`src/rtl/busdiv_pkg.sv`:
```
`timescale 1ns/1ps
package busdiv_pkg;
  localparam int CFG_W     = 16;
  localparam int SEL_BIT   = 15;
  localparam int PRE_LSB   = 3;
  localparam int PRE_W     = 5;
  localparam int MUL_LSB   = 0;
  localparam int MUL_W     = 3;
  localparam int MID_LSB   = 8;
  localparam int MID_W     = 2;
  localparam int SPARE_LSB = 10;
  localparam int SPARE_W   = 2;
  localparam int PER_LSB   = 12;
  localparam int PER_W     = 3;

  localparam logic [MID_W-1:0] MID_RSVD = MID_W'(2);
  localparam logic [PER_W-1:0] PER_RSVD = {PER_W{1'b1}};

  // Strobe/limit bundle from control to datapath. Limits are ratio-1.
  typedef struct packed {
    logic             sel;
    logic [PRE_W-1:0] pre;
    logic [MUL_W-1:0] mul;
    logic [MID_W-1:0] mid;
    logic [PER_W-1:0] per;
  } ratioCfgT;
endpackage

```
`src/rtl/ratio_ctr.sv`:
```
`timescale 1ns/1ps
module ratio_ctr #(
  parameter int W = 3
) (
  input  logic         clk,
  input  logic         rstN,
  input  logic         adv,
  input  logic [W-1:0] lim,
  output logic         wrap
);
  logic [W-1:0] cnt;

  assign wrap = adv && (cnt == lim);

  always_ff @(posedge clk) begin
    if (!rstN)     cnt <= '0;
    else if (wrap) cnt <= '0;
    else if (adv)  cnt <= cnt + 1'b1;
  end

  // Limits only change at a common boundary, when every count is zero.
  AST_CNT_BOUND: assert property (@(posedge clk) disable iff (!rstN)
    cnt <= lim);
endmodule

```
`src/rtl/busdiv_ctrl.sv`:
```
`timescale 1ns/1ps
module busdiv_ctrl
  import busdiv_pkg::*;
(
  input  logic             clk,
  input  logic             rstN,
  input  logic             cfgWe,
  input  logic [CFG_W-1:0] cfgData,
  input  logic             boundary,
  output ratioCfgT         activeCfg,
  output logic             cfgErr
);
  ratioCfgT wrCfg;
  ratioCfgT pendCfg;
  logic     pendValid;
  logic     wrLegal;

  always_comb begin
    wrCfg.sel = cfgData[SEL_BIT];
    wrCfg.pre = cfgData[PRE_LSB +: PRE_W];
    wrCfg.mul = cfgData[MUL_LSB +: MUL_W];
    wrCfg.mid = cfgData[MID_LSB +: MID_W];
    wrCfg.per = cfgData[PER_LSB +: PER_W];
    wrLegal   = (wrCfg.mid != MID_RSVD) && (wrCfg.per != PER_RSVD)
                && (cfgData[SPARE_LSB +: SPARE_W] == '0);
  end

  always_ff @(posedge clk) begin
    if (!rstN) begin
      activeCfg <= '0;
      pendCfg   <= '0;
      pendValid <= 1'b0;
      cfgErr    <= 1'b0;
    end else begin
      if (boundary && pendValid) begin
        activeCfg <= pendCfg;
        pendValid <= 1'b0;
      end
      if (cfgWe) begin
        if (wrLegal) begin
          pendCfg   <= wrCfg;
          pendValid <= 1'b1;
        end else begin
          cfgErr <= 1'b1;
        end
      end
    end
  end

  AST_ERR_STICKY: assert property (@(posedge clk) disable iff (!rstN)
    $past(cfgErr) |-> cfgErr);
  AST_CFG_AT_BOUNDARY: assert property (@(posedge clk) disable iff (!rstN)
    (activeCfg != $past(activeCfg)) |-> $past(boundary));
  AST_MID_LEGAL: assert property (@(posedge clk) disable iff (!rstN)
    (activeCfg.mid != MID_RSVD) && (activeCfg.per != PER_RSVD));
endmodule

```
`src/rtl/busdiv_datapath.sv`:
```
`timescale 1ns/1ps
module busdiv_datapath
  import busdiv_pkg::*;
(
  input  logic     clk,
  input  logic     rstN,
  input  logic     srcEn0,
  input  logic     srcEn1,
  input  ratioCfgT cfg,
  output logic     boundary,
  output logic     fastEn,
  output logic     midEn,
  output logic     perEn
);
  logic tick;
  logic preWrap;
  logic fastWrap;
  logic midWrap;
  logic perWrap;

  assign tick = cfg.sel ? srcEn1 : srcEn0;

  ratio_ctr #(.W(PRE_W)) i_preCtr (
    .clk(clk), .rstN(rstN), .adv(tick), .lim(cfg.pre), .wrap(preWrap));
  ratio_ctr #(.W(MUL_W)) i_mulCtr (
    .clk(clk), .rstN(rstN), .adv(preWrap), .lim(cfg.mul), .wrap(fastWrap));
  ratio_ctr #(.W(MID_W)) i_midCtr (
    .clk(clk), .rstN(rstN), .adv(fastWrap), .lim(cfg.mid), .wrap(midWrap));
  ratio_ctr #(.W(PER_W)) i_perCtr (
    .clk(clk), .rstN(rstN), .adv(fastWrap), .lim(cfg.per), .wrap(perWrap));

  assign boundary = midWrap && perWrap;

  always_ff @(posedge clk) begin
    if (!rstN) begin
      fastEn <= 1'b0;
      midEn  <= 1'b0;
      perEn  <= 1'b0;
    end else begin
      fastEn <= fastWrap;
      midEn  <= midWrap;
      perEn  <= perWrap;
    end
  end

  AST_MID_ALIGNED: assert property (@(posedge clk) disable iff (!rstN)
    midEn |-> fastEn);
  AST_PER_ALIGNED: assert property (@(posedge clk) disable iff (!rstN)
    perEn |-> fastEn);
  AST_FAST_NEEDS_TICK: assert property (@(posedge clk) disable iff (!rstN)
    fastEn |-> ($past(srcEn0) || $past(srcEn1)));
endmodule

```
`src/rtl/bus_ratio_div.sv`:
```
`timescale 1ns/1ps
module bus_ratio_div
  import busdiv_pkg::*;
(
  input  logic             clk,
  input  logic             rstN,
  input  logic             srcEn0,
  input  logic             srcEn1,
  input  logic             cfgWe,
  input  logic [CFG_W-1:0] cfgData,
  output logic             fastEn,
  output logic             midEn,
  output logic             perEn,
  output logic             cfgErr
);
  ratioCfgT activeCfg;
  logic     boundary;

  busdiv_ctrl i_ctrl (
    .clk(clk), .rstN(rstN), .cfgWe(cfgWe), .cfgData(cfgData),
    .boundary(boundary), .activeCfg(activeCfg), .cfgErr(cfgErr));

  busdiv_datapath i_datapath (
    .clk(clk), .rstN(rstN), .srcEn0(srcEn0), .srcEn1(srcEn1),
    .cfg(activeCfg), .boundary(boundary),
    .fastEn(fastEn), .midEn(midEn), .perEn(perEn));
endmodule

```
`config.mk`:
```
export PLATFORM = sky130hd
export DESIGN_NAME = bus_ratio_div
export DESIGN_NICKNAME = d
export VERILOG_FILES = /design/src/rtl/busdiv_pkg.sv /design/src/rtl/ratio_ctr.sv /design/src/rtl/busdiv_ctrl.sv /design/src/rtl/busdiv_datapath.sv /design/src/rtl/bus_ratio_div.sv
export SDC_FILE = /design/constraint.sdc
export NUM_CORES = 1
export LEC_CHECK = 0
export ABC_CLOCK_PERIOD_IN_PS = 2240
export BUFFER_PORTS_ARGS = -buffer_cell sky130_fd_sc_hd__buf_2
export CAP_MARGIN = 0
export CORE_AREA = 8 8 71 79
export CTS_CLUSTER_DIAMETER = 150
export DETAILED_ROUTE_END_ITERATION = 8
export DIE_AREA = 0 0 79 87
export GPL_TIMING_DRIVEN = 0
export PLACE_DENSITY = 0.67
export SYNTH_ARGS = -nofsm -noshare
export SYNTH_HDL_FRONTEND = slang
export SYNTH_SLANG_ARGS = --single-unit
export TNS_END_PERCENT = 30
```
`constraint.sdc`:
```
create_clock -name clk -period 2.24 [get_ports clk]
set_clock_uncertainty 0.2 [all_clocks]
set_input_delay 0.112 -clock clk [delete_from_list [all_inputs] [get_ports clk]]
set_output_delay 0.112 -clock clk [all_outputs]
set_load 0.02 [all_outputs]
```
* After elaboration in Yosys (flattened, before gate mapping)
Cells that the tools add are included.
W data, S select, Z words.
** Storage, ports and cells
- Flip-flop bits (word level) :: 46
- Input bits :: 21
** Operators by class
- Add/subtract/negate cells :: 4
- Equality and inequality tests :: 6
- Muxes and demuxes :: 4
- Bitwise operators :: 2
- Reductions and logical operators :: 15
** Operators by type and width (count)
- $logic_and A1 B1 Y1 :: 8
- $reduce_or A2 Y1 :: 4
- $add A3 B1 Y3 const B :: 2
- $eq A3 B3 Y1 :: 2
- $add A5 B1 Y5 const B :: 1
- $eq A5 B5 Y1 :: 1
- $mux W1 :: 4
- $reduce_and A2 Y1 :: 2
- $ne A3 B3 Y1 const B :: 1
- $add A2 B1 Y2 const B :: 1
- $eq A2 B2 Y1 :: 1
- $logic_not A2 Y1 :: 1
- $ne A2 B2 Y1 const B :: 1
- $not A1 Y1 :: 2

* Depth between registers and ports, before layout
Gate-level depths: netlist of run 1.
- Word-level depth :: 9
- Depth in mapped cells :: 7
- Depth with buffers taken out :: 5

* Modules after synthesis
Synthesis of run 1 repeated with hierarchy kept, for this count alone.
** Second synthesis, totals
- Cell total of the unflattened synthesis :: 226
- Area, all modules :: 2085.8 sq um
** Modules (own cells, without submodules)
- busdiv_ctrl :: times used 1, cells an instance 133, area an instance 1193.6 sq um, sequential area each 600.6 sq um
- ratio_ctr (i_datapath.i_mulCtr ...) :: times used 2, cells an instance 21, area an instance 192.7 sq um, sequential area each 60.1 sq um
- ratio_ctr (i_datapath.i_preCtr) :: times used 1, cells an instance 29, area an instance 284.0 sq um, sequential area each 100.1 sq um
- ratio_ctr (i_datapath.i_midCtr) :: times used 1, cells an instance 14, area an instance 122.6 sq um, sequential area each 40.0 sq um
- busdiv_datapath :: times used 1, cells an instance 8, area an instance 100.1 sq um, sequential area each 60.1 sq um

* Least setup slack after synthesis of run 1
No wires, ideal clock.
- Path type :: register to register
- From :: reg i_ctrl.activeCfg[13] (netlist name)
- To :: reg i_ctrl.activeCfg[0] (netlist name)
- Setup time :: 0.118 ns
- Data arrival time :: 1.522 ns
- Path slack :: 0.400 ns
- Cell stages (with the launch flop) :: 8
- Path buffers :: 2
- Clock period less this slack :: 1.840 ns
- Path through :: dfxtp_1 -> mux2_4 -> and4_4 -> and2_4 -> and4_4 -> buf_6 -> buf_12 -> mux2i_1
** Between the ends
- Word-level cells in the longest chain between the ends :: 6
- Elaborated cells on any way between the ends :: 7
- Those cells by class :: mux (1); reduce/logical (6)
** RTL lines
- $mux W1 * :: RTL line busdiv_datapath.sv:21 : assign tick = cfg.sel ? srcEn1 : srcEn0;
- $logic_and A1 B1 Y1 * (2 in a row) :: RTL line ratio_ctr.sv:13 : assign wrap = adv && (cnt == lim);
- $logic_and A1 B1 Y1 :: RTL line ratio_ctr.sv:13
- $logic_and A1 B1 Y1 * :: RTL line busdiv_datapath.sv:32 : assign boundary = midWrap && perWrap;
- $logic_and A1 B1 Y1 * :: RTL line busdiv_ctrl.sv:35 : if (boundary && pendValid) begin
Every way passes the cells marked *; elsewhere a longest branch is shown, timed or not.
A chain may end at the register's enable or synchronous reset.

* Worst setup path after layout of run 1
- From :: in cfgData[8]
- To :: reg i_ctrl.pendCfg[6] in the netlist's numbering
** Between the ends
- Word-level cells in the longest chain between the ends :: 4
** RTL lines
- start: declaration :: RTL line bus_ratio_div.sv:10 : input logic [CFG_W-1:0] cfgData,
- $ne A2 B2 Y1 :: RTL line busdiv_ctrl.sv:24 : wrLegal = (wrCfg.mid != MID_RSVD) && (wrCfg.per != PER_RSVD)
- $logic_and A1 B1 Y1 :: RTL line busdiv_ctrl.sv:24
- $logic_and A1 B1 Y1 :: RTL line busdiv_ctrl.sv:25 : && (cfgData[SPARE_LSB +: SPARE_W] == '0);
- $reduce_and A2 Y1 (no source line)
- end signal: assignment :: RTL line busdiv_ctrl.sv:41 : pendCfg <= wrCfg;
- end: declaration :: RTL line busdiv_ctrl.sv:14 : ratioCfgT pendCfg;
Every way passes these cells.

==> results of run 1 <==
## sequential cells by signal, indices dropped and copies added, names as in the netlist
signal / count
i_ctrl.cfgErr: 1
i_datapath.i_perCtr.cnt: 3
i_ctrl.activeCfg: 14
i_ctrl.pendValid: 1
i_datapath.perEn: 1
i_datapath.i_preCtr.cnt: 5
i_ctrl.pendCfg: 14
i_datapath.midEn: 1
i_datapath.i_midCtr.cnt: 2
i_datapath.i_mulCtr.cnt: 3
i_datapath.fastEn: 1
## kinds of logic (layout without fill, tap and decap cells)
kind of cell	count (synthesis)	in the layout	share of synthesized area, %
AO/OA/AOI/OAI	12	12	3.244
XOR/XNOR	17	17	7.423
adder cells (fa/ha/maj)	3	3	1.872
buffers and inverters	11	59	3.306
flip-flops	46	46	45.91
multiplexers	31	31	15.78
AND/OR/NAND/NOR	91	91	22.46
## critical path, cell delays in order
cell	delay (ps)
dlygate4sd3_1	540
buf_2	120
nand2b_1	160
nand4_1	350
buf_2	380
mux2i_1	240
nor2_1	60
## what timing repair did
item / in CTS / in global routing
endpoints found under the hold margin: 16 / 0
buffers inserted: 0 / 0
hold buffers: 17 / 0
## per-stage QoR
stage	hold slack [ps]	cells	worst slack, ps	instance area, sq um
4_1_cts	31.36	315	264.5	2460
5_1_grt	61.56	315	186.2	2460
6_report	41.52	315	254.3	2460
3_3_place_gp	140.5	290	295.6	2191
3_5_place_dp	149.5	290	298.3	2191
2_1_floorplan	52.59	211	400.0	2006
## routing by layer
layer,global-route usage [%],vias to the layer above,wire length (microns),part of all wire (%)
met5,0,-,0,0
li1,-,805,-,-
met1,14.38,695,1946,50
met2,20.42,20,1753,45
met3,3.719,6,128,3.3
met4,6.071,0,81,2.1
## report_power, final
group / leakage (nW) / switching, W / internal [W] / total (W)
clock: 0.0478 / 0.000289 / 0.000254 / 0.000543
sequential: 0.372 / 0.00000832 / 0.000833 / 0.000841
combinational: 0.612 / 0.0000735 / 0.0000712 / 0.000145
total: 1.03 / 0.000371 / 0.00116 / 0.00153
## placed cells by master, fill, tap and decap left out, types with 2 or more instances in the layout
master and n:
dfxtp_1 46, nand2_1 36, mux2i_1 29, nor2_1 26, buf_2 24, dlygate4sd3_1 17, xnor2_1 10, nand3_1 8
a21oi_1 8, xor2_1 7, clkbuf_1 6, clkbuf_8 6, nand4_1 4, ha_1 3, and4_4 2, o22ai_1 2
nor2b_1 2
## worst min-delay path by stage
| stage | to | start | slack, ps |
|---|---|---|---|
| 2_1_floorplan | i_ctrl.cfgErr | cfgWe | 50 |
| 3_3_place_gp | i_ctrl.pendCfg[11] | cfgData[6] | 140 |
| 3_5_place_dp | i_ctrl.pendCfg[8] | cfgData[3] | 150 |
| 4_1_cts | i_datapath.i_preCtr.cnt[0] | srcEn0 | 30 |
| 5_1_grt | i_datapath.i_preCtr.cnt[0] | srcEn0 | 60 |
| 6_report | i_datapath.i_preCtr.cnt[0] | srcEn0 | 40 |
## layout make-up
type                       count  area [sq um]
buffer                         9         58.81
inverter                       2         7.507
clock inverter                 2         16.27
sequential                    46         920.9
tap                           56         70.07
clock buffer                   6         82.58
multi-input combinational    154          1018
timing repair buffer          40         285.3
fill                         417          1964
==> flow_summary_export.csv, run 1 <==
group,metric,value,unit
global_route,grt_pass1_wl,6.824,mm
detailed_routing,dr.pass1.iters,4,
setup_path,startpoint,"cfgData[8]",
layout,drive_above_1_share,16.99,%
power_and_ir_drop,p_per_area,621.6,mW/mm^2
placed_design,io_buffers,23,
sta,setup_tns,0,ps
setup_path,r2r_setup_slack,270,ps
logic_synthesis,ys_top_cells_by_count,"dfxtp_1, nand2_1, mux2i_1",
global_route,antenna_found_initial,0,
detailed_routing,post_drt_wl_per_cell,12.41,microns
worst_hold_path,hp-class,"input port to register",
detailed_routing,wirelength,3.910,mm
global_route,grt_max_degree,16,
logic_synthesis,netlist_area,0.002006,sq mm
sta,maxSlewViolCount,0,
detailed_routing,viasPerCell,4.844,
clock_network,clockRootBuffer,"clkbuf_8",
power_and_ir_drop,cellLeakagePower,1.032,nW
setup_path,crit_fanout,10,
detailed_routing,drcViolationCount,0,
clock_network,h-tree-depth,2,
detailed_routing,drt_iter0_drc,62,
global_route,grt_pass1_vias,1482,
sta,rsz0062_at_grt,"false",
setup_path,crit_path_end_kind,"register",
placed_design,place.gp.congestion,0.8262,
detailed_routing,ant_nets,0,
logic_synthesis,synthArstFlopShare,0,%
logic_synthesis,ys_seq_area_share,45.91,%
clock_network,clk_pin_slew,90,ps
clock_network,clock_sinks,46,
floorplanning,die-area,0.006873,sq mm
clock_network,cts_resized,0,
setup_path,critPathRequiredTime,2210,ps
worst_hold_path,hold_depth,4,
sta,period_needed,1986,ps
sta,setup_viol,0,
layout,synthToLayoutAreaGrowth,22.65,%
clock_network,cts_buffers,5,
logic_synthesis,yosysMostFrequentCell,"dfxtp_1",
layout,nNetsFinal,282,
floorplanning,rows,26,
floorplanning,initial_core_util,45.33,%
global_route,grt.overflow.total,0,
setup_path,r2r_end,"i_ctrl.activeCfg[0]",
floorplanning,die_w,79,microns
power_and_ir_drop,power,0.001529,W
setup_path,rr_startpoint,"i_ctrl.activeCfg[13]",
sta,fmax,0.5036,GHz
logic_synthesis,yosys_warnings,0,
placed_design,hpwl,2.777,mm
layout,utilization,55.60,%
floorplanning,core,0.004424,sq mm
sta,hold_viol,0,
floorplanning,ioPinCount,25,
sta,relSlewSlack,60.31,%
run,cap_violations,0,
floorplanning,die_h,87,microns
clock_network,cts_tree,"yes",
clock_network,clockBufferDepth,2,
setup_path,start_kind,"input port",
logic_synthesis,synth_top_area_cell,"dfxtp_1",
setup_path,endpoint,"i_ctrl.pendCfg[6]",
run_status,outcome,"finished clean",
clock_network,worstSkewPairLatency,300,ps
layout,diodes,0,
logic_synthesis,synthCells,211,
setup_path,arrival,1960,ps
logic_synthesis,synth.avg_cell_area,9.506,sq um
logic_synthesis,synth-edff-count,0,
sta,finalCritPeriodShare,88.65,%
logic_synthesis,synth.distinct_cells,36,
global_route,track_usage,12.47,%
logic_synthesis,ys.flop_type,"dfxtp_1",
logic_synthesis,yosys-top-cells-area,"dfxtp_1, mux2i_1, nand2_1",
setup_path,reg2regPathDepth,7,
power_and_ir_drop,ir_drop,384.9,uV
logic_synthesis,yosys_register_bits,46,
sta,worst_pin_slew,595.3,ps
logic_synthesis,syn-num-nets,235,
logic_synthesis,yosys.area.top_type_share,45.91,%
setup_path,worstSetupPathType,"input port to register",
detailed_routing,num_vias,1526,
Note: power is estimated with default switching activity, not from simulation.
==> run 2: changes to the inputs <==
- RECOVER_POWER: unset -> 100
==> flow_summary_export.csv, run 2 (synthesis gave the netlist of run 1 again) <==
group,metric,value,unit
run_status,outcome,"finished clean",
detailed_routing,drt_iter0_drc,72,
detailed_routing,num_vias,1527,
setup_path,r2r_setup_slack,240,ps
floorplanning,ioPinCount,25,
global_route,antenna_found_initial,0,
power_and_ir_drop,ir_drop,384.8,uV
setup_path,crit_path_top_delay_cell,"dlygate4sd3_1",
detailed_routing,wirelength,3.921,mm
worst_hold_path,hold_path_end,"i_datapath.i_preCtr.cnt[0]",
layout,fillers,419,
setup_path,slowest_delay,540,ps
layout,nNetsFinal,282,
layout,synthToLayoutAreaGrowth,22.27,%
detailed_routing,dr.pass1.iters,4,
clock_network,cts_setup_buffers,0,
global_route,grt_pass1_wl,6.824,mm
sta,worst_pin_slew,595.6,ps
run,cap_violations,0,
floorplanning,initial_core_util,45.33,%
setup_path,arrival,1980,ps
clock_network,worstSkewPairLatency,300,ps
worst_hold_path,hold_depth,4,
clock_network,clock_sinks,46,
layout,reg_top3,"i_ctrl.activeCfg (14), i_ctrl.pendCfg (14), i_datapath.i_preCtr.cnt (5)",
placed_design,place.gp.congestion,0.8262,
clock_network,cts_tree,"yes",
placed_design,io_buffers,23,
floorplanning,die_w,79,microns
layout,final_common_cell,"dfxtp_1",
placed_design,hpwl,2.777,mm
setup_path,start_kind,"input port",
detailed_routing,drcViolationCount,0,
setup_path,critPathRequiredTime,2210,ps
global_route,grt.overflow.total,0,
sta,setup_viol,0,
floorplanning,core,0.004424,sq mm
global_route,track_usage,12.47,%
detailed_routing,post_drt_wl_per_cell,12.45,microns
layout,drive_above_1_share,15.06,%
floorplanning,die-area,0.006873,sq mm
layout,utilization,55.43,%
global_route,grt_max_degree,16,
sta,setup_tns,0,ps
layout,layout_common_cells,"dfxtp_1, nand2_1, mux2i_1",
layout,diodes,0,
sta,fmax,0.4972,GHz
detailed_routing,ant_nets,0,
setup_path,worstPathCellList,"dlygate4sd3_1, buf_2, nand2b_1, nand4_1, clkbuf_2, mux2i_1, nor2_1",
setup_path,crit_family,"buffers and inverters",
detailed_routing,viasPerCell,4.848,
clock_network,clockBufferDepth,2,
clock_network,h-tree-depth,2,
setup_path,worstSetupPathType,"input port to register",
setup_path,rr_startpoint,"i_ctrl.activeCfg[13]",
sta,hold_viol,0,
setup_path,cp_num_buf_inv,3,
worst_hold_path,hold_start,"srcEn0",
clock_network,cts_buffers,5,
global_route,grt_pass1_vias,1482,
sta,rsz0062_at_grt,"false",
setup_path,crit_path_end_kind,"register",
sta,finalCritPeriodShare,89.79,%
setup_path,reg2regPathDepth,7,
power_and_ir_drop,p_per_area,622.8,mW/mm^2
sta,maxSlewViolCount,0,
floorplanning,rows,26,
clock_network,clk_pin_slew,90,ps
floorplanning,die_h,87,microns
sta,relSlewSlack,60.29,%
worst_hold_path,hp-class,"input port to register",
setup_path,crit_fanout,10,
sta,period_needed,2011,ps
setup_path,r2r_end,"i_ctrl.activeCfg[0]",
clock_network,clockRootBuffer,"clkbuf_8",
power_and_ir_drop,cellLeakagePower,1.015,nW
==> run 2: cell count changes in the layout (fill, tap and decap cells not counted), sizes merged <==
cell | before | now
buf | 26 | 20
clkbuf | 12 | 18
==> run 2: cell type report <==
| class | instances | area (sq um) | share of cell area [%] |
|---|---|---|---|
| Timing Repair Buffer | 40 | 279.0 | 11.38 |
| Tap cell | 56 | 70.07 | 2.857 |
| Multi-Input combinational cell | 154 | 1017 | 41.48 |
| Inverter | 2 | 7.507 | 0.3061 |
| Sequential cell | 46 | 920.9 | 37.55 |
| Clock inverter | 2 | 16.27 | 0.6633 |
| Buffer | 9 | 58.81 | 2.398 |
| Clock buffer | 6 | 82.58 | 3.367 |
==> run 2: worst reg2reg max path: cells and delay by family (launching register included) <==
kind                   cells  cell delay, ps
muxes                      2             470
and+or+nand+nor            3             570
DFF                        1             370
buffers and inverters      2             280
==> run 2: where the power goes <==
| part | total (W) | internal [W] | switching (W) | leakage [nW] |
|---|---|---|---|---|
| logic | 0.000143 | 0.0000693 | 0.0000736 | 0.595 |
| registers | 0.000841 | 0.000833 | 0.00000851 | 0.372 |
| clock network | 0.000543 | 0.000254 | 0.000289 | 0.0478 |
==> run 2: how the worst max path moves through the flow <==
| stage | slack, ps | depth (start not counted) | start | to |
|---|---|---|---|---|
| 3_5_place_dp | 300 | 7 | i_ctrl.activeCfg[13] | i_ctrl.activeCfg[12] |
| 3_3_place_gp | 300 | 7 | i_ctrl.activeCfg[13] | i_ctrl.activeCfg[13] |
| 4_1_cts | 260 | 7 | cfgData[8] | i_ctrl.pendCfg[6] |
| 5_1_grt | 170 | 7 | cfgData[8] | i_ctrl.pendCfg[6] |
| 6_report | 230 | 7 | cfgData[8] | i_ctrl.pendCfg[6] |
| 2_1_floorplan | 400 | 7 | i_ctrl.activeCfg[13] | i_ctrl.activeCfg[0] |
==> run 2: stage by stage <==
step / instance area [sq um] / power, W / hold WS (ps) / worst slack (ps) / std cells
3_3_place_gp: 2191 / 0.0009797 / 140.5 / 295.6 / 290
3_5_place_dp: 2191 / 0.0009812 / 149.5 / 298.3 / 290
5_1_grt: 2452 / 0.001593 / 61.56 / 173.7 / 315
6_report: 2452 / 0.001527 / 41.25 / 228.6 / 315
4_1_cts: 2460 / 0.001544 / 31.36 / 264.5 / 315
2_1_floorplan: 2006 / 0.0009394 / 52.59 / 400.0 / 211
==> run 2: metal layers <==
layer / global-route usage, % / vias up / share of wire [%]
met3: 3.719 / 6 / 3.2
met2: 20.42 / 20 / 45
met5: 0 / - / 0
met1: 14.38 / 695 / 50
met4: 6.071 / 0 / 2.1
li1: - / 806 / -
==> run 2: timing repair <==
item                                    4_1_cts  5_1_grt
gates resized for setup                       0        0
endpoints found under the setup margin        0        0
hold endpoints to repair                     16        0
hold buffers                                 17        0
